<file path="src/rtl/ecg_emu_pkg.sv">
package ecg_emu_pkg;
  localparam logic [7:0] OP_WAKE  = 8'h02;
  localparam logic [7:0] OP_SLEEP = 8'h04;
  localparam logic [7:0] OP_RESET = 8'h06;
  localparam logic [7:0] OP_START = 8'h10;
  localparam logic [7:0] OP_STOP  = 8'h11;
  localparam logic [2:0] OP_RREG_HI = 3'b001;
  localparam logic [2:0] OP_WREG_HI = 3'b010;

  localparam int STATUS_BYTES = 3;
  localparam int BYTES_PER_CH = 3;
  localparam logic [3:0] STATUS_HEAD = 4'hC;

  typedef enum logic [1:0] {PWR_ON, PWR_SLEEP, PWR_WAKING} pwr_e;
  typedef enum logic [1:0] {XF_NONE, XF_RREG, XF_WREG} xfer_e;
endpackage

</file>
<file path="src/rtl/ecg_spi_link.sv">
module ecg_spi_link #(
  parameter int IDX_W = 5
) (
  input  logic             clk,
  input  logic             rst,
  input  logic             sclk_i,
  input  logic             cs_n_i,
  input  logic             mosi_i,
  input  logic [7:0]       tx_byte,
  output logic             miso_o,
  output logic             cs_act,
  output logic             sclk_rise,
  output logic             byte_done,
  output logic [7:0]       rx_byte,
  output logic [IDX_W-1:0] rx_idx,
  output logic [IDX_W-1:0] next_idx
);
  localparam logic [IDX_W-1:0] IDX_MAX = '1;

  logic [2:0] sclk_s;
  logic [2:0] cs_s;
  logic [1:0] mosi_s;
  logic [2:0] bit_cnt;
  logic [7:0] rx_sr;
  logic [7:0] tx_sr;
  logic       rise_w, fall_w, cs_start;

  always_ff @(posedge clk) begin
    if (rst) begin
      sclk_s <= '0;
      cs_s   <= '1;
      mosi_s <= '0;
    end else begin
      sclk_s <= {sclk_s[1:0], sclk_i};
      cs_s   <= {cs_s[1:0], cs_n_i};
      mosi_s <= {mosi_s[0], mosi_i};
    end
  end

  assign rise_w    = sclk_s[1] & ~sclk_s[2];
  assign fall_w    = ~sclk_s[1] & sclk_s[2];
  assign cs_act    = ~cs_s[1];
  assign cs_start  = ~cs_s[1] & cs_s[2];
  assign sclk_rise = rise_w & cs_act;
  assign miso_o    = tx_sr[7];

  always_ff @(posedge clk) begin
    if (rst) begin
      bit_cnt   <= '0;
      rx_sr     <= '0;
      tx_sr     <= '0;
      rx_byte   <= '0;
      byte_done <= 1'b0;
      rx_idx    <= '0;
      next_idx  <= '0;
    end else begin
      byte_done <= 1'b0;
      if (!cs_act) begin
        bit_cnt  <= '0;
        next_idx <= '0;
        tx_sr    <= '0;
      end else begin
        if (cs_start)
          tx_sr <= tx_byte;
        else if (fall_w)
          tx_sr <= (bit_cnt == 3'd0) ? tx_byte : {tx_sr[6:0], 1'b0};
        if (rise_w) begin
          rx_sr   <= {rx_sr[6:0], mosi_s[1]};
          bit_cnt <= bit_cnt + 3'd1;
          if (bit_cnt == 3'd7) begin
            byte_done <= 1'b1;
            rx_byte   <= {rx_sr[6:0], mosi_s[1]};
            rx_idx    <= next_idx;
            if (next_idx != IDX_MAX) next_idx <= next_idx + 1'b1;
          end
        end
      end
    end
  end
endmodule

</file>
<file path="src/rtl/ecg_regfile.sv">
module ecg_regfile #(
  parameter int         NREG    = 26,
  parameter logic [7:0] ID_CODE = 8'h92,
  parameter int         AW      = 5
) (
  input  logic          clk,
  input  logic          rst,
  input  logic          clr_req,
  input  logic          we,
  input  logic [AW-1:0] waddr,
  input  logic [7:0]    wdata,
  input  logic [AW-1:0] raddr,
  output logic [7:0]    rdata,
  output logic          clr_busy
);
  localparam logic [AW-1:0] LAST = AW'(NREG - 1);

  logic [7:0]    mem [NREG];
  logic [AW-1:0] cptr;
  logic [7:0]    dflt;

  assign dflt = (cptr == '0) ? ID_CODE : 8'h00;

  always_ff @(posedge clk) begin
    if (rst || clr_req) begin
      clr_busy <= 1'b1;
      cptr     <= '0;
    end else if (clr_busy) begin
      if (cptr == LAST) clr_busy <= 1'b0;
      else cptr <= cptr + 1'b1;
    end
  end

  always_ff @(posedge clk) begin
    if (clr_busy) mem[cptr] <= dflt;
    else if (we && waddr <= LAST) mem[waddr] <= wdata;
    rdata <= (raddr <= LAST) ? mem[raddr] : 8'h00;
  end
endmodule

</file>
<file path="src/rtl/ecg_frame_gen.sv">
module ecg_frame_gen
  import ecg_emu_pkg::*;
#(
  parameter int NCH           = 8,
  parameter int SAMPLE_CYCLES = 4096,
  parameter int IDX_W         = 5
) (
  input  logic             clk,
  input  logic             rst,
  input  logic             soft_rst,
  input  logic             run,
  input  logic             rd_edge,
  input  logic [IDX_W-1:0] idx,
  output logic [7:0]       fr_byte,
  output logic             drdy_n,
  output logic             fire
);
  localparam int FRAME_BYTES = STATUS_BYTES + NCH * BYTES_PER_CH;
  localparam int TW = (SAMPLE_CYCLES > 2) ? $clog2(SAMPLE_CYCLES) : 1;
  localparam logic [TW-1:0] T_LAST = TW'(SAMPLE_CYCLES - 1);

  logic [TW-1:0]    tmr;
  logic [15:0]      seq, lat;
  logic [IDX_W-1:0] k, ch, pos;

  assign fire = run && (tmr == T_LAST);

  always_ff @(posedge clk) begin
    if (rst || soft_rst || !run) tmr <= '0;
    else if (tmr == T_LAST) tmr <= '0;
    else tmr <= tmr + 1'b1;
  end

  always_ff @(posedge clk) begin
    if (rst || soft_rst) begin
      seq    <= '0;
      lat    <= '0;
      drdy_n <= 1'b1;
    end else begin
      if (fire) begin
        lat    <= seq;
        seq    <= seq + 16'd1;
        drdy_n <= 1'b0;
      end else if (!run || rd_edge) begin
        drdy_n <= 1'b1;
      end
    end
  end

  always_comb begin
    k   = idx - IDX_W'(STATUS_BYTES);
    ch  = k / IDX_W'(BYTES_PER_CH);
    pos = k % IDX_W'(BYTES_PER_CH);
    fr_byte = 8'h00;
    if (idx == '0) begin
      fr_byte = {STATUS_HEAD, 4'h0};
    end else if (idx >= IDX_W'(STATUS_BYTES) && idx < IDX_W'(FRAME_BYTES)) begin
      case (pos)
        IDX_W'(0): fr_byte = 8'(ch);
        IDX_W'(1): fr_byte = lat[15:8];
        default:   fr_byte = lat[7:0];
      endcase
    end
  end
endmodule

</file>
<file path="src/rtl/ecg_fe_emulator.sv">
module ecg_fe_emulator
  import ecg_emu_pkg::*;
#(
  parameter int         NREG          = 26,
  parameter int         NCH           = 8,
  parameter int         SAMPLE_CYCLES = 4096,
  parameter int         WAKE_CYCLES   = 1024,
  parameter logic [7:0] ID_CODE       = 8'h92
) (
  input  logic clk,
  input  logic rst,
  input  logic spi_sclk,
  input  logic spi_cs_n,
  input  logic spi_mosi,
  output logic spi_miso,
  output logic drdy_n
);
  localparam int FRAME_BYTES = STATUS_BYTES + NCH * BYTES_PER_CH;
  localparam int IDX_W = $clog2(FRAME_BYTES + 1);
  localparam int AW    = 5;
  localparam int PTR_W = AW + 1;
  localparam int WW    = (WAKE_CYCLES > 2) ? $clog2(WAKE_CYCLES) : 1;
  localparam logic [WW-1:0]    W_LAST  = WW'(WAKE_CYCLES - 1);
  localparam logic [PTR_W-1:0] NREG_P  = PTR_W'(NREG);
  localparam logic [IDX_W-1:0] IDX_TWO = IDX_W'(2);

  pwr_e              pwr_q;
  xfer_e             xfer_q;
  logic              cont_q;
  logic [PTR_W-1:0]  ptr_q, left_q;
  logic [WW-1:0]     wtmr_q;

  logic              cs_act, sclk_rise, byte_done, fire, run;
  logic [7:0]        rx_byte, tx_next, fr_byte, reg_rdata;
  logic [IDX_W-1:0]  rx_idx, next_idx;
  logic              soft_rst, data_phase, reg_we, clr_busy;

  ecg_spi_link #(.IDX_W(IDX_W)) link_i (
    .clk(clk), .rst(rst),
    .sclk_i(spi_sclk), .cs_n_i(spi_cs_n), .mosi_i(spi_mosi),
    .tx_byte(tx_next), .miso_o(spi_miso),
    .cs_act(cs_act), .sclk_rise(sclk_rise), .byte_done(byte_done),
    .rx_byte(rx_byte), .rx_idx(rx_idx), .next_idx(next_idx)
  );

  ecg_regfile #(.NREG(NREG), .ID_CODE(ID_CODE), .AW(AW)) regs_i (
    .clk(clk), .rst(rst), .clr_req(soft_rst),
    .we(reg_we), .waddr(ptr_q[AW-1:0]), .wdata(rx_byte),
    .raddr(ptr_q[AW-1:0]), .rdata(reg_rdata), .clr_busy(clr_busy)
  );

  ecg_frame_gen #(.NCH(NCH), .SAMPLE_CYCLES(SAMPLE_CYCLES), .IDX_W(IDX_W)) frame_i (
    .clk(clk), .rst(rst), .soft_rst(soft_rst), .run(run),
    .rd_edge(sclk_rise), .idx(next_idx), .fr_byte(fr_byte),
    .drdy_n(drdy_n), .fire(fire)
  );

  assign run = cont_q && (pwr_q == PWR_ON);

  always_comb begin
    soft_rst   = byte_done && (rx_idx == '0) && (rx_byte == OP_RESET);
    data_phase = byte_done && (rx_idx >= IDX_TWO) && (xfer_q != XF_NONE) && (left_q != '0);
    reg_we     = data_phase && (xfer_q == XF_WREG) && (ptr_q != '0) && (ptr_q < NREG_P);
    if (run)
      tx_next = fr_byte;
    else if (xfer_q == XF_RREG && next_idx >= IDX_TWO && left_q != '0 && ptr_q < NREG_P && !clr_busy)
      tx_next = reg_rdata;
    else
      tx_next = 8'h00;
  end

  always_ff @(posedge clk) begin
    if (rst) begin
      pwr_q  <= PWR_ON;
      xfer_q <= XF_NONE;
      cont_q <= 1'b0;
      ptr_q  <= '0;
      left_q <= '0;
      wtmr_q <= '0;
    end else begin
      if (pwr_q == PWR_WAKING) begin
        if (wtmr_q == W_LAST) pwr_q <= PWR_ON;
        else wtmr_q <= wtmr_q + 1'b1;
      end
      if (!cs_act) xfer_q <= XF_NONE;
      if (byte_done) begin
        if (rx_idx == '0) begin
          if (rx_byte == OP_RESET) begin
            pwr_q  <= PWR_ON;
            cont_q <= 1'b0;
            xfer_q <= XF_NONE;
          end else if (pwr_q == PWR_SLEEP) begin
            if (rx_byte == OP_WAKE) begin
              pwr_q  <= PWR_WAKING;
              wtmr_q <= '0;
            end
          end else if (pwr_q == PWR_ON) begin
            case (rx_byte)
              OP_SLEEP: pwr_q  <= PWR_SLEEP;
              OP_START: cont_q <= 1'b1;
              OP_STOP:  cont_q <= 1'b0;
              default: begin
                if (!cont_q && rx_byte[7:5] == OP_RREG_HI) begin
                  xfer_q <= XF_RREG;
                  ptr_q  <= {1'b0, rx_byte[4:0]};
                end else if (!cont_q && rx_byte[7:5] == OP_WREG_HI) begin
                  xfer_q <= XF_WREG;
                  ptr_q  <= {1'b0, rx_byte[4:0]};
                end
              end
            endcase
          end
        end else if (rx_idx == IDX_W'(1)) begin
          if (xfer_q != XF_NONE) left_q <= {1'b0, rx_byte[4:0]} + 1'b1;
        end else if (data_phase) begin
          ptr_q  <= ptr_q + 1'b1;
          left_q <= left_q - 1'b1;
        end
      end
    end
  end
endmodule

</file>
<file path="config.mk">
export PLATFORM = sky130hd
export DESIGN_NAME = ecg_fe_emulator
export DESIGN_NICKNAME = d
export VERILOG_FILES = /design/src/rtl/ecg_emu_pkg.sv /design/src/rtl/ecg_spi_link.sv /design/src/rtl/ecg_regfile.sv /design/src/rtl/ecg_frame_gen.sv /design/src/rtl/ecg_fe_emulator.sv
export SDC_FILE = /design/constraint.sdc
export NUM_CORES = 1
export LEC_CHECK = 0
export BUFFER_PORTS_ARGS = -buffer_cell sky130_fd_sc_hd__buf_4
export CAP_MARGIN = 40
export CELL_PAD_IN_SITES_DETAIL_PLACEMENT = 1
export CELL_PAD_IN_SITES_GLOBAL_PLACEMENT = 2
export CORE_MARGIN = 1
export CORE_UTILIZATION = 40
export CTS_BUF_LIST = sky130_fd_sc_hd__clkbuf_4
export DETAILED_ROUTE_END_ITERATION = 6
export HOLD_SLACK_MARGIN = 0.15
export PLACE_DENSITY_LB_ADDON = 0.1
export SYNTH_ARGS = -nofsm -noshare
export SYNTH_HDL_FRONTEND = slang
export SYNTH_SLANG_ARGS = --single-unit
</file>
<file path="constraint.sdc">
create_clock -name clk -period 4.8 [get_ports clk]
set_input_delay 0.72 -clock clk [delete_from_list [all_inputs] [get_ports clk]]
set_output_delay 0.72 -clock clk [all_outputs]
set_load 0.01 [all_outputs]
</file>
[Word level (Yosys, flattened, before mapping)]
Memory sizes are Yosys's and may differ from the RTL's. A register that Yosys moved wholly into a read port is not among the register bits.
Index checks and enable logic that the tools add are counted.
Operators by class
  multiplexer cells: 63
  shift-type cells: 0
  add/subtract/negate cells: 10
  divide/modulo/power cells: 2
  reduce and logical (&&, ||, !) cells: 52
  $mul: 0
  bitwise gates (word level): 10
  equality and inequality tests: 26
  $lt $le $gt $ge: 6
Operators by type and width (number)
  $mux W6: 12
  $mux W8: 9
  $mux W10: 7
  $mux W2: 18
  $logic_not A5 Y1: 4
  $logic_and A1 B1 Y1: 18
  $add A16 B1 Y16 const B: 1
  $eq A8 B3 Y1 const B: 2
  $eq A8 B5 Y1 const B: 2
  $pmux W8 S2: 1
  $ge A5 B2 Y1 const B: 3
  $mux W1: 14
  $add A12 B1 Y12 const B: 1
  $eq A12 B12 Y1 const B: 1
  $ne A2 B2 Y1 const B: 6
  $reduce_bool A2 Y1: 6
  $reduce_bool A6 Y1: 2
  $add A10 B1 Y10 const B: 1
  $add A5 B1 Y5 const B: 2
  $eq A10 B10 Y1 const B: 1
  $eq A5 B1 Y1 const B: 2
  $eq A8 B2 Y1 const B: 1
  $reduce_and A8 Y1: 1
  $reduce_or A8 Y1: 1
  other kinds (34): 53
Storage, ports and cells
  word-level logic and storage cells: 192
  output and inout bits: 2
  input bits: 5
  register bits after elaboration: 123
  latch bits: 0
  memory bits (read-only): 0
  bits in writable memories: 208
  memories: 1
Memory list
  regs_i.mem: depth 26, width 8, read ports 1, clocked after Yosys merged registers in 1, wr ports 1, RTL line ecg_regfile.sv:18  | logic [7:0] mem [NREG];

[Longest topological paths before layout]
Gate-level depths: netlist of the first run.
  depth after elaboration: 13
  depth in mapped cells: 16
  depth with buffers taken out: 14

[Cells and area by module]
A second synthesis of the first run with hierarchy kept.
Second synthesis, totals
  cells, all modules: 1263
  area total of the unflattened synthesis: 15270.9 um2
Modules (own cells, without submodules)
  ecg_regfile: cells each 504, area each 8994.9 um2, times used 1, seq. area each 6526.3 um2
  ecg_frame_gen: cells each 341, area each 2666.3 um2, times used 1, seq. area each 900.9 um2
  ecg_fe_emulator: cells each 239, area each 1925.6 um2, times used 1, seq. area each 540.5 um2
  ecg_spi_link: cells each 179, area each 1684.1 um2, times used 1, seq. area each 900.9 um2

[Least setup slack after synthesis of the first run]
Ideal clock, no wire load.
  path type: reg2reg
  start: register link_i.next_idx[0]
  end: register link_i.tx_sr[0]
  buffers on the path: 1
  stages on the path, launching flop included: 15
  slack: 1.318 ns
  clock period less this slack: 3.482 ns
  data arrival time: 3.396 ns
  required time: 4.714 ns
  library setup time: 0.086 ns
  cells stage by stage: dfxtp_1 ha_1 buf_6 and2_1 a21o_1 o21ai_1 inv_1 ha_1 or3_1 o32ai_1 nor2_1 xnor2_1 o22a_4 mux2_4 a221oi_2
Between the ends
  longest elaborated chain between the ends: 10
  elaborated cells on any way between the ends: 22
  those cells by class: 1 x add/sub; 2 x div; 3 x order compare; 1 x eq/ne; 8 x mux; 7 x reduce/logical
Ends and longest elaborated chain
  start, declared: RTL line ecg_spi_link.sv:16  | output logic [IDX_W-1:0] next_idx
  start signal, assigned: RTL line ecg_spi_link.sv:74  | if (next_idx != IDX_MAX) next_idx <= next_idx + 1'b1;
  $sub A5 B2 Y5 or $ge A5 B2 Y1 (tied branches): RTL line ecg_frame_gen.sv:51, ecg_fe_emulator.sv:66
  $mod A5 B2 Y5 or $logic_and A1 B1 Y1 (tied branches): RTL line ecg_frame_gen.sv:53, ecg_fe_emulator.sv:66
  $eq A5 B1 Y1 (tied with other cells): RTL line ecg_frame_gen.sv:58  | case (pos)
  $pmux W8 S2 or $logic_and A1 B1 Y1 (tied branches): RTL line ecg_frame_gen.sv:58, ecg_fe_emulator.sv:66
  $mux W8 or $logic_and A1 B1 Y1 (tied branches): RTL line ecg_frame_gen.sv:57, ecg_fe_emulator.sv:66
  $mux W8, on equally long branches: RTL line ecg_frame_gen.sv:55, ecg_fe_emulator.sv:66
  $mux W8 (*): RTL line ecg_fe_emulator.sv:64  | if (run)
  $mux W8: RTL line ecg_spi_link.sv:66  | tx_sr <= (bit_cnt == 3'd0) ? tx_byte : {tx_sr[6:0], 1'b0};
  $mux W8: RTL line ecg_spi_link.sv:65  | else if (fall_w)
  $mux W8 (*): RTL line ecg_spi_link.sv:63  | if (cs_start)
  end signal, assigned: RTL line ecg_spi_link.sv:64  | tx_sr <= tx_byte;
  end signal, assigned: RTL line ecg_spi_link.sv:66
  end, declared: RTL line ecg_spi_link.sv:25  | logic [7:0] tx_sr;
Mark *: on every way between the ends. The rest lies on a longest branch, timed or not. The select of a mux whose other input is x is not followed.
A chain may end at the register's enable or synchronous reset.

[Worst setup path after layout of the first run]
  start: register link_i.next_idx[1]
  end: register link_i.tx_sr[3]
The elaborated chain is that of the path after synthesis.

==> summary.md, run 1 <==
| Metric | Value |
|---|---|
| Clock tree sinks | 339 |
| Width of the die | slightly below 200 um |
| PnR worst setup slack | 583 ps |
| Area of the die | 37,300 um2 |
| Total number of vias | 9,568 |
| Setup slack after placement | roughly 580 ps |
| Fraction of final layout cells sized beyond drive strength 1 | 0.185 |
| Area share of the leading cell type in the synthesized netlist | 0.427 |
| Number of instances resized during post-cts repair | 0 |
| Arr. time, crit path | 4870 ps |
| Vias in the first global route | 10,100 |
| Antenna violations before repair | 1 |
| GRT Overall Usage | 0.194 |
| Area growth from synthesis to layout | 12.2% |
| Cell Area, Placed | about 15,000 um2 |
| Final clock period utilization by the worst path | 0.879 |
| Initial core utilization | 0.409 |
| Num CTS Buffers | 93 |
| Achievable Freq | approximately 240 MHz |
| Average footprint of a synthesized cell | 12.2 um2 |
| Number of max-capacitance violations reported | 0 |
| Per-cell routed wire length | 19.8 um |
| Maximum number of pins on one net before global-route repair | 45 |
| Quantity of hold-fixing buffers added after cts | 3 |
| Final Max Tran Viols | 0 |
| Share of cell area taken by muxes after synthesis | 0.109 |
| Worst Clk Skew | around 61 ps |
| Detailed router's first-iteration violation count | 516 |
| Net count reported at finish | 1,304 |
| Async S/R FF share, synth | 0 |
| Final std cell area, no fill | roughly 16,000 um2 |
| Setup-violating endpoint count in the final report | 0 |
| Post-Synthesis Cells | 1,194 |
| Critical Path Start Type | register |
| Global route overflow | 0 |
| Type of the worst setup path | register to register |
| Power density over the cells | 348 nW/um2 |
| Slew of the pin with the lowest slew margin | 850 ps |
| Final wirelength | 35,400 um |
| Yosys warning count | 0 |
| Post-Synth Simple-Gate Area | 0.135 |
| Synth Area in XOR/XNOR | 0.0281 |
| Number of top-level pins | 7 |
| Netlist Area Pre-Place | 14,600 um2 |
| Number of remaining DRC errors | 0 |
| CTS max path bufs | 3 |
| Via density | 5.34 |
| Total of fill cells in the finished design | approximately 3,800 |
| Register clock-pin slew on the reported worst setup and hold paths | approximately 60 ps |
| Core Footprint | 35,700 um2 |
| Post-synthesis cell type with the largest combined area | sky130_fd_sc_hd__edfxtp_1 |
| Status | completed |
| Adder and majority cell fraction of the synthesized area | 0.0214 |
| Die outline height | 193 um |
| Relative slew margins | 0.432 |
| Netlist cell types | 66 |
| First-pass GRT wire length | 56,400 um |
| Number of synthesized flops with an enable pin | 208 |
| Unrepaired setup endpoints after global routing | no |
| Number of H-tree levels | 3 |
| Required time of the critical path | 5450 ps |
| Number of core rows | 69 |
| Clk Tree Root Cell | sky130_fd_sc_hd__clkbuf_4 |
| Placed wire-length estimate | 23,200 um |
| Detail Route Antenna Nets | 0 |
| CTS tree | built |
| Post-synthesis sequential area ratio | 0.606 |
| Dominant combinational cell family by area after synthesis | simple AND/OR/NAND/NOR gates |
| Worst vdd rail ir drop | 235 uV |
| Leakage dissipation | 0.00539 uW |
| # port buffers | 6 |
| Buffers inserted during post-CTS setup optimization | 0 |
| Post-synthesis compound-gate area fraction | 0.0798 |
| Most instantiated flip-flop cell in the synthesis netlist | sky130_fd_sc_hd__edfxtp_1 |
| Post-synth net total | 1,224 |
| Count of endpoints failing hold in the final timing report | 0 |
| Final total negative setup slack | 0 ps |
| Minimum clock period after layout | about 4200 ps |
| Seq cells post-synth | 339 |
| Ranking of synthesized cells by area | sky130_fd_sc_hd__edfxtp_1, sky130_fd_sc_hd__dfxtp_1, sky130_fd_sc_hd__mux4_2 |
| Critical Path End Type | register |
| 1st-pass router iterations | 6 |
| Placer's final routability congestion estimate | around 0.76 |
| Clock latency on the worst-skew pair | 780 ps |
| Highest fanout seen on the critical path | 10 |
| Worst min-delay path class | register to register |
-- path summary, 6_finish.rpt --
path	depth (start not counted)	to	from	slack, ps
max	13	link_i.tx_sr[3]	link_i.next_idx[1]	580
min	1	link_i.cs_s[1]	link_i.cs_s[0]	420
max reg2reg	13	link_i.tx_sr[3]	link_i.next_idx[1]	580
min reg2reg	1	link_i.cs_s[1]	link_i.cs_s[0]	420
-- where the power goes --
group          leakage (uW)  internal [uW]  total, uW  switching (uW)
Clock              0.000638           1250       2420            1170
Combinational       0.00176           49.3        157             108
Sequential          0.00300           3130       3140            12.5
Total               0.00539           4430       5720            1290
-- state kept, by name, indices dropped and copies added, names as in the netlist, 6 cells and up --
signal	flops
frame_i.lat	16
frame_i.seq	16
frame_i.tmr	12
left_q	6
link_i.rx_byte	8
link_i.rx_sr	7
link_i.tx_sr	8
ptr_q	6
regs_i.mem	208
regs_i.rdata	8
wtmr_q	10
-- layout make-up --
class | instances | area (um2) | share of cell area
diodes | 1 | 2.50 | 0.000152
flip-flops and latches | 339 | 8870 | 0.541
repair buffers | 40 | 333 | 0.0203
well taps | 461 | 577 | 0.0351
clock inverters | 25 | 143 | 0.00869
clock buffers | 125 | 938 | 0.0572
multi-input cells | 776 | 5450 | 0.332
inverters | 24 | 90.1 | 0.00549
-- critical path, stage by stage, from the launching register on --
cell                       delay (ps)
sky130_fd_sc_hd__dfxtp_1          520
sky130_fd_sc_hd__ha_1             390
sky130_fd_sc_hd__and2_1           190
sky130_fd_sc_hd__o21ai_0          120
sky130_fd_sc_hd__o21ai_1          470
sky130_fd_sc_hd__inv_1            210
sky130_fd_sc_hd__a21oi_1          180
sky130_fd_sc_hd__o21ai_0          210
sky130_fd_sc_hd__ha_1             390
sky130_fd_sc_hd__a221oi_1         270
sky130_fd_sc_hd__o21ai_0          230
sky130_fd_sc_hd__o22ai_1          550
sky130_fd_sc_hd__a22oi_1          200
sky130_fd_sc_hd__o31ai_2          200
-- cells in the final DEF (no fill, tap or decap), drive strengths merged, types with 30 or more instances in the layout --
| master | synthesis | routed |
|---|---|---|
| edfxtp | 208 | 208 |
| nor2 | 148 | 148 |
| nand2 | 137 | 137 |
| dfxtp | 131 | 131 |
| clkbuf | 39 | 125 |
| a21oi | 73 | 73 |
| mux4 | 56 | 56 |
| nand3 | 38 | 38 |
| buf | 16 | 37 |
| o21ai | 37 | 37 |
| mux2i | 30 | 30 |
-- cells in the mapped netlist (16+ instances only) --
library cell,n
sky130_fd_sc_hd__nand2_1,137
sky130_fd_sc_hd__inv_1,24
sky130_fd_sc_hd__nor2b_1,18
sky130_fd_sc_hd__a21oi_1,73
sky130_fd_sc_hd__xnor2_1,17
sky130_fd_sc_hd__clkbuf_1,39
sky130_fd_sc_hd__ha_1,25
sky130_fd_sc_hd__nand3_1,38
sky130_fd_sc_hd__mux2i_1,30
sky130_fd_sc_hd__xor2_1,28
sky130_fd_sc_hd__dfxtp_1,131
sky130_fd_sc_hd__a211oi_1,16
sky130_fd_sc_hd__o21ai_0,33
sky130_fd_sc_hd__edfxtp_1,208
sky130_fd_sc_hd__nor3_1,17
sky130_fd_sc_hd__mux4_2,56
sky130_fd_sc_hd__nor2_1,148
-- stage by stage --
stage | power [uW] | hold slack (ps) | util | cells
after floorplan | 3290 | 389 | - | 1194
after global placement | 3350 | 403 | 0.426 | 1633
after detailed placement | 3360 | 408 | 0.428 | 1637
after CTS | 5840 | 320 | 0.459 | 1790
after global routing | 5970 | 347 | 0.459 | 1791
final | 5720 | 418 | 0.459 | 1791
-- layer usage --
layer	wire length, um	share of wire	vias to the layer above	GRT usage
li1	-	-	4575	-
met1	16200	0.46	4787	0.249
met2	17200	0.49	154	0.325
met3	1290	0.037	52	0.0448
met4	611	0.017	0	0.0649
met5	0	0	-	0
-- kinds of logic (layout without fill, tap and decap cells) --
kind of cell | count (synthesis) | count (layout)
buf+inv | 79 | 214
xor+xnor | 46 | 46
flops | 339 | 339
other cells | 0 | 1
compound gates | 185 | 185
mux | 88 | 88
fa+ha+maj | 25 | 25
simple gates | 432 | 432
(Power assumes the default switching activity.)
==> inputs of run 2 (changes only) <==
Settings changed: BUFFER_PORTS_ARGS -buffer_cell sky130_fd_sc_hd__buf_4 to -buffer_cell sky130_fd_sc_hd__clkbuf_2.
==> summary.md, run 2 (synthesized netlist as in run 1, its figures left out) <==
| Metric | Value |
|---|---|
| Setup slack of the most critical reg-to-reg path | 540 ps (-40 ps) |
| Core Footprint | 35,700 um2 (unchanged) |
| Achievable Freq | 235 MHz (-1.0%) |
| Critical Path End Type | register |
| Width of the die | 193 um (unchanged) |
| Clk Tree Root Cell | sky130_fd_sc_hd__clkbuf_4 |
| Clock power frac | 0.434 (+0.010) |
| Critical path, cell by cell | ha_1 -> and2_1 -> o21ai_0 -> o21ai_1 -> inv_1 -> a21oi_1 -> o21ai_0 -> ha_1 -> a221oi_1 -> o21ai_0 -> o22ai_1 -> a22oi_1 -> o31ai_2 |
| Worst Clk Skew | 61.3 ps (+0.748 ps) |
| Worst vdd rail ir drop | 256 uV (+9.0%) |
| 1st-pass router iterations | 6 (unchanged) |
| Crit path max-delay family | compound AO/OA/AOI/OAI gates |
| Number of top-level pins | 7 (unchanged) |
| Leakage dissipation | 0.00550 uW (+1.9%) |
| Number of core rows | 69 (unchanged) |
| Worst-case reg-to-reg path depth | 13 (unchanged) |
| Power density over the cells | 352 nW/um2 (+1.0%) |
| Critical Path Start Type | register |
| Most frequent standard cell in the layout excluding fill and tap cells | sky130_fd_sc_hd__edfxtp_1 |
| Required time of the critical path | 5490 ps (+40 ps) |
| Share of total power in sequential cells | 0.538 (-0.011) |
| Global route overflow | 0 (unchanged) |
| Buffers inserted during post-CTS setup optimization | 0 (unchanged) |
| Sw Pwr | 1350 uW (+4.3%) |
| Final Max Tran Viols | 0 (unchanged) |
| Number of H-tree levels | 3 (unchanged) |
| Detail Route Antenna Nets | 0 (unchanged) |
| Internal Power | 4480 uW (+1.2%) |
| Reg-to-reg endpoint | link_i.tx_sr[3] |
| Commonest non-fill, non-tap cells in the layout | sky130_fd_sc_hd__edfxtp_1, sky130_fd_sc_hd__nor2_1, sky130_fd_sc_hd__nand2_1 |
| Registers with the most flip-flops | regs_i.mem x208, frame_i.lat x16, frame_i.seq x16 |
| Switching share of power | 0.231 (+0.00524) |
| Status | completed |
| Number of remaining DRC errors | 0 (unchanged) |
| Top sig layer | met4 |
| Combinational share of power | 0.028 (about the same) |
| First-pass GRT wire length | 57,200 um (+1.5%) |
| Via density | 5.25 (-1.6%) |
| Maximum number of pins on one net before global-route repair | 55 (+22%) |
| Final Hold Slack | 363 ps (-54.3 ps) |
| Final clock period utilization by the worst path | 0.887 (+0.00892) |
| Setup-violating endpoint count in the final report | 0 (unchanged) |
| Arr. time, crit path | 4950 ps (+80 ps) |
| Multi-input gate area in the final layout | 5450 um2 (unchanged) |
| GRT Overall Usage | 0.199 (+0.00470) |
| # port buffers | 6 (unchanged) |
| Critical path startpoint | link_i.next_idx[1] |
| Initial core utilization | 0.409 (unchanged) |
| Total number of vias | 9,568 (unchanged) |
| Relative slew margins | 0.462 (+0.0300) |
| Final total negative setup slack | 0 ps (unchanged) |
| Fraction of final layout cells sized beyond drive strength 1 | 0.195 (+0.00973) |
| Slew of the pin with the lowest slew margin | 804 ps (-45.9 ps) |
| Register with the most flip-flops | regs_i.mem |
| Number of max-capacitance violations reported | 0 (unchanged) |
| Die outline height | 193 um (unchanged) |
| Antenna violations before repair | 2 (+1) |
| Final wirelength | 36,200 um (+2.5%) |
| Total length of routed met2 wires | 17,600 um (+2.1%) |
| Clock tree sinks | 339 (unchanged) |
| Area of the die | 37,300 um2 (unchanged) |
| CTS tree | built |
| Area growth from synthesis to layout | 13.2% |
| Last element of the critical path | link_i.tx_sr[3] |
| CTS max path bufs | 3 (unchanged) |
| Vias in the first global route | 10,000 (-1.1%) |
| Worst min-delay path class | input pin to register |
| Metal-1 WL | 16,600 um (+2.1%) |
| Max FFs per register | 208 (unchanged) |
| Unrepaired setup endpoints after global routing | no |
| Per-cell routed wire length | 19.9 um (+0.78%) |
| CP peak stage delay | 530 ps (-20 ps) |
| Placed wire-length estimate | 23,800 um (+2.5%) |
| Net count reported at finish | 1,313 (+0.69%) |
| Register clock-pin slew on the reported worst setup and hold paths | 70 ps (about the same) |
| Placer's final routability congestion estimate | 0.790 (+3.7%) |
| Num CTS Buffers | 89 (-4.3%) |
| Type of the worst setup path | register to register |
| Routed met3 length | 1270 um (-2.2%) |
| Worst reg2reg path startpoint | link_i.next_idx[1] |
| Highest fanout seen on the critical path | 10 (unchanged) |
| Buffers and inverters on the worst path | 1 (unchanged) |
| Register cell area after layout | 8870 um2 (unchanged) |
| Total of fill cells in the finished design | 3,808 (-0.18%) |
| Minimum clock period after layout | 4260 ps (+42.8 ps) |
| Count of endpoints failing hold in the final timing report | 0 (unchanged) |
| Logic depth of the worst path, buffers included | 13 (unchanged) |
| Most common cell on crit path | sky130_fd_sc_hd__o21ai_0 |
| Clock latency on the worst-skew pair | 800 ps (+20 ps) |
| Detailed router's first-iteration violation count | 470 (-8.9%) |
| Critical Path Slowest Stage Cell | sky130_fd_sc_hd__dfxtp_1 |
run 2: cell count changes in the layout (fill, tap and decap cells not counted), sizes merged:
cell,delta
inv,+4
buf,+7
clkbuf,+10
clkinv,+6
clkinvlp,-1
diode,+4
run 2: timing repair:
action	CTS	global route
hold buffers	3	0
resized for setup	0	0
hold endpoints to repair	3	0
run 2: per-stage QoR:
step                      utilization  total power, uW  area (um2)  setup slack [ps]  instances
final                           0.463             5830       16600               540       1821
after global placement          0.429             3360       15300               668       1646
after detailed placement        0.430             3370       15400               562       1650
after floorplan                     -             3290       14600              1320       1194
after CTS                       0.463             5940       16500               544       1816
after global routing            0.463             6090       16600               134       1821
run 2: worst min path at each step:
stage / from / endpoint / slack (ps) / depth (start not counted)
6_report: rst / link_i.sclk_s[2] / 360 / 2
5_1_grt: rst / link_i.rx_idx[1] / 320 / 2
4_1_cts: rst / link_i.rx_byte[4] / 290 / 2
3_5_place_dp: link_i.cs_s[0] / link_i.cs_s[1] / 400 / 1
3_3_place_gp: link_i.cs_s[0] / link_i.cs_s[1] / 400 / 1
2_1_floorplan: link_i.cs_s[0] / link_i.cs_s[1] / 390 / 1
run 2: area by class of cell:
type                    instances  area share
diodes                          5    0.000756
clock buffers                 129      0.0585
clock inverters                34      0.0114
inverters                      24     0.00544
multi-input cells             776       0.329
flip-flops and latches        339       0.536
well taps                     461      0.0348
repair buffers                 53      0.0239
run 2: metal layers:
layer  vias to the layer above  track usage
met1                      4745        0.257
met3                        58       0.0418
met4                         0       0.0711
li1                       4610            -
met5                         -            0
met2                       155        0.332
run 2: power by group through the flow:
stage	Clock (uW)	Sequential, uW	Combinational, uW
final	2530	3140	164
after global routing	2770	3140	179
after CTS	2640	3140	168
after detailed placement	0	3200	165
after global placement	0	3200	161
after floorplan	0	3200	92.5
==> inputs of run 3 (changes only) <==
Settings changed: RECOVER_POWER from default to 50, SLEW_MARGIN from default to 5.
==> summary.md, run 3 (synthesized netlist as in run 1, its figures left out) <==
| Metric | Value |
|---|---|
| Detailed router's first-iteration violation count | 434 (-7.7%) |
| Count of endpoints failing hold in the final timing report | 0 (unchanged) |
| Core Footprint | 35,700 um2 (unchanged) |
| Status | completed |
| Top sig layer | met4 |
| Number of remaining DRC errors | 0 (unchanged) |
| Final wirelength | 36,200 um (-0.11%) |
| Num CTS Buffers | 89 (unchanged) |
| Slew of the pin with the lowest slew margin | 1460 ps (+655 ps) |
| Highest fanout seen on the critical path | 22 (+12) |
| Number of instances resized during post-cts repair | 0 (unchanged) |
| Total number of vias | 9,543 (-0.26%) |
| Critical Path Start Type | register |
| First-pass GRT wire length | 57,200 um (unchanged) |
| Antenna violations before repair | 2 (unchanged) |
| Area of the die | 37,300 um2 (unchanged) |
| Initial core utilization | 0.409 (unchanged) |
| Register clock-pin slew on the reported worst setup and hold paths | 60 ps (about the same) |
| Number of H-tree levels | 3 (unchanged) |
| Clock tree sinks | 339 (unchanged) |
| Registers with the most flip-flops | regs_i.mem x208, frame_i.lat x16, frame_i.seq x16 |
| Die outline height | 193 um (unchanged) |
| Vias in the first global route | 10,000 (unchanged) |
| Maximum number of pins on one net before global-route repair | 55 (unchanged) |
| Leakage dissipation | 0.00543 uW (-1.1%) |
| Required time of the critical path | 5210 ps (-280 ps) |
| Number of top-level pins | 7 (unchanged) |
| Number of max-capacitance violations reported | 0 (unchanged) |
| Area growth from synthesis to layout | 12.7% |
| Max FFs per register | 208 (unchanged) |
| Buffers inserted during post-CTS setup optimization | 0 (unchanged) |
| Unrepaired setup endpoints after global routing | no |
| GRT Overall Usage | 0.199 (unchanged) |
| Core occupancy in the finished layout | 0.461 (-0.00220) |
| Detail Route Antenna Nets | 0 (unchanged) |
| # port buffers | 6 (unchanged) |
| CP peak stage delay | 940 ps (+410 ps) |
| Clock latency on the worst-skew pair | 800 ps (about the same) |
| Clk Tree Root Cell | sky130_fd_sc_hd__clkbuf_4 |
| Critical path, cell by cell | inv_1 -> ha_1 -> and3_1 -> nor4b_1 -> nand2_1 -> nor4b_1 -> clkbuf_2 -> mux2i_1 -> nand2_1 -> nor2_1 |
| Via density | 5.24 (-0.26%) |
| Critical Path Slowest Stage Cell | sky130_fd_sc_hd__nor4b_1 |
| Minimum clock period after layout | 4350 ps (+85.8 ps) |
| Worst min-delay path class | register to register |
| 1st-pass router iterations | 7 (+1) |
| Type of the worst setup path | register to register |
| Routed met3 length | 1230 um (-2.5%) |
| Total length of routed met2 wires | 17,500 um (-0.56%) |
| Most frequent standard cell in the layout excluding fill and tap cells | sky130_fd_sc_hd__edfxtp_1 |
| Arr. time, crit path | 4760 ps (-190 ps) |
| Achievable Freq | 230 MHz (-2.0%) |
| Final Max Tran Viols | 0 (unchanged) |
| CTS tree | built |
| CTS max path bufs | 3 (unchanged) |
| Placer's final routability congestion estimate | 0.790 (unchanged) |
| Final total negative setup slack | 0 ps (unchanged) |
| Metal-1 WL | 16,700 um (+0.62%) |
| Global route overflow | 0 (unchanged) |
| Net count reported at finish | 1,313 (unchanged) |
| Relative slew margins | 0.0268 (-0.435) |
| Final clock period utilization by the worst path | 0.905 (+0.0179) |
| Setup-violating endpoint count in the final report | 0 (unchanged) |
| Worst vdd rail ir drop | 256 uV (-0.13%) |
| Per-cell routed wire length | 19.9 um (-0.11%) |
| Number of core rows | 69 (unchanged) |
| Commonest non-fill, non-tap cells in the layout | sky130_fd_sc_hd__edfxtp_1, sky130_fd_sc_hd__nor2_1, sky130_fd_sc_hd__nand2_1 |
| Width of the die | 193 um (unchanged) |
| Power density over the cells | 354 nW/um2 (+0.48%) |
| Worst Clk Skew | 56.5 ps (-4.80 ps) |
| Fraction of final layout cells sized beyond drive strength 1 | 0.182 (-0.0125) |
| Critical Path End Type | register |
| Register with the most flip-flops | regs_i.mem |
| Placed wire-length estimate | 23,800 um (unchanged) |
run 3: changes by cell type in the layout (fill, tap and decap cells not counted), moves of 2 or more:
cell and delta:
sky130_fd_sc_hd__and2_0 +5, sky130_fd_sc_hd__and2_1 -5, sky130_fd_sc_hd__buf_4 -13, sky130_fd_sc_hd__clkbuf_1 +13, sky130_fd_sc_hd__nor4b_1 +2, sky130_fd_sc_hd__nor4b_2 -2
run 3: repair_timing:
action,4_1_cts,5_1_grt
setup endpoints to repair,0,0
endpoints found under the hold margin,3,0
hold buffers,3,0
run 3: worst paths after layout:
kind                                      from                 to  slack, ps  depth (start not counted)
worst max-delay path                 left_q[1]  regs_i.mem[16][0]        450                         10
worst max register to register       left_q[1]  regs_i.mem[16][0]        450                         10
worst min register to register  link_i.cs_s[0]     link_i.cs_s[1]        410                          1
worst min-delay path            link_i.cs_s[0]     link_i.cs_s[1]        410                          1
run 3: layout make-up:
type | instances | area, um2
Fill cell | 3821 | 19300
Sequential cell | 339 | 8870
Multi-Input combinational cell | 776 | 5440
Clock buffer | 129 | 968
Tap cell | 461 | 577
Timing Repair Buffer | 53 | 337
Clock inverter | 34 | 189
Inverter | 24 | 90.1
Antenna cell | 5 | 12.5
run 3: routing by layer:
| layer | vias to the layer above | track usage |
|---|---|---|
| li1 | 4611 | - |
| met1 | 4725 | 0.257 |
| met2 | 152 | 0.332 |
| met3 | 55 | 0.0418 |
| met4 | 0 | 0.0711 |
| met5 | - | 0 |
run 3: stage by stage:
stage	hold slack, ps	area [um2]	setup WS, ps	cells	total power, uW
CTS	295	16500	544	1816	5940
finish	413	16500	454	1821	5830
floorplan	389	14600	1320	1194	3290
detailed placement	404	15400	562	1650	3370
global route	453	16500	134	1821	6090
global placement	399	15300	668	1646	3360
run 3: worst max-delay path, delay by kind of cell (launching register included):
kind,cells,cell delay (ps)
buffers and inverters,2,480
AND/OR/NAND/NOR,6,2380
multiplexers,1,560
adder cells (fa/ha/maj),1,170
flip-flops,1,370
run 3: power breakdown:
group / internal, uW / total, uW / switching [uW]
clock: 1310 / 2530 / 1220
sequential: 3120 / 3140 / 13.9
combinational: 48.4 / 162 / 114
total: 4480 / 5830 / 1350
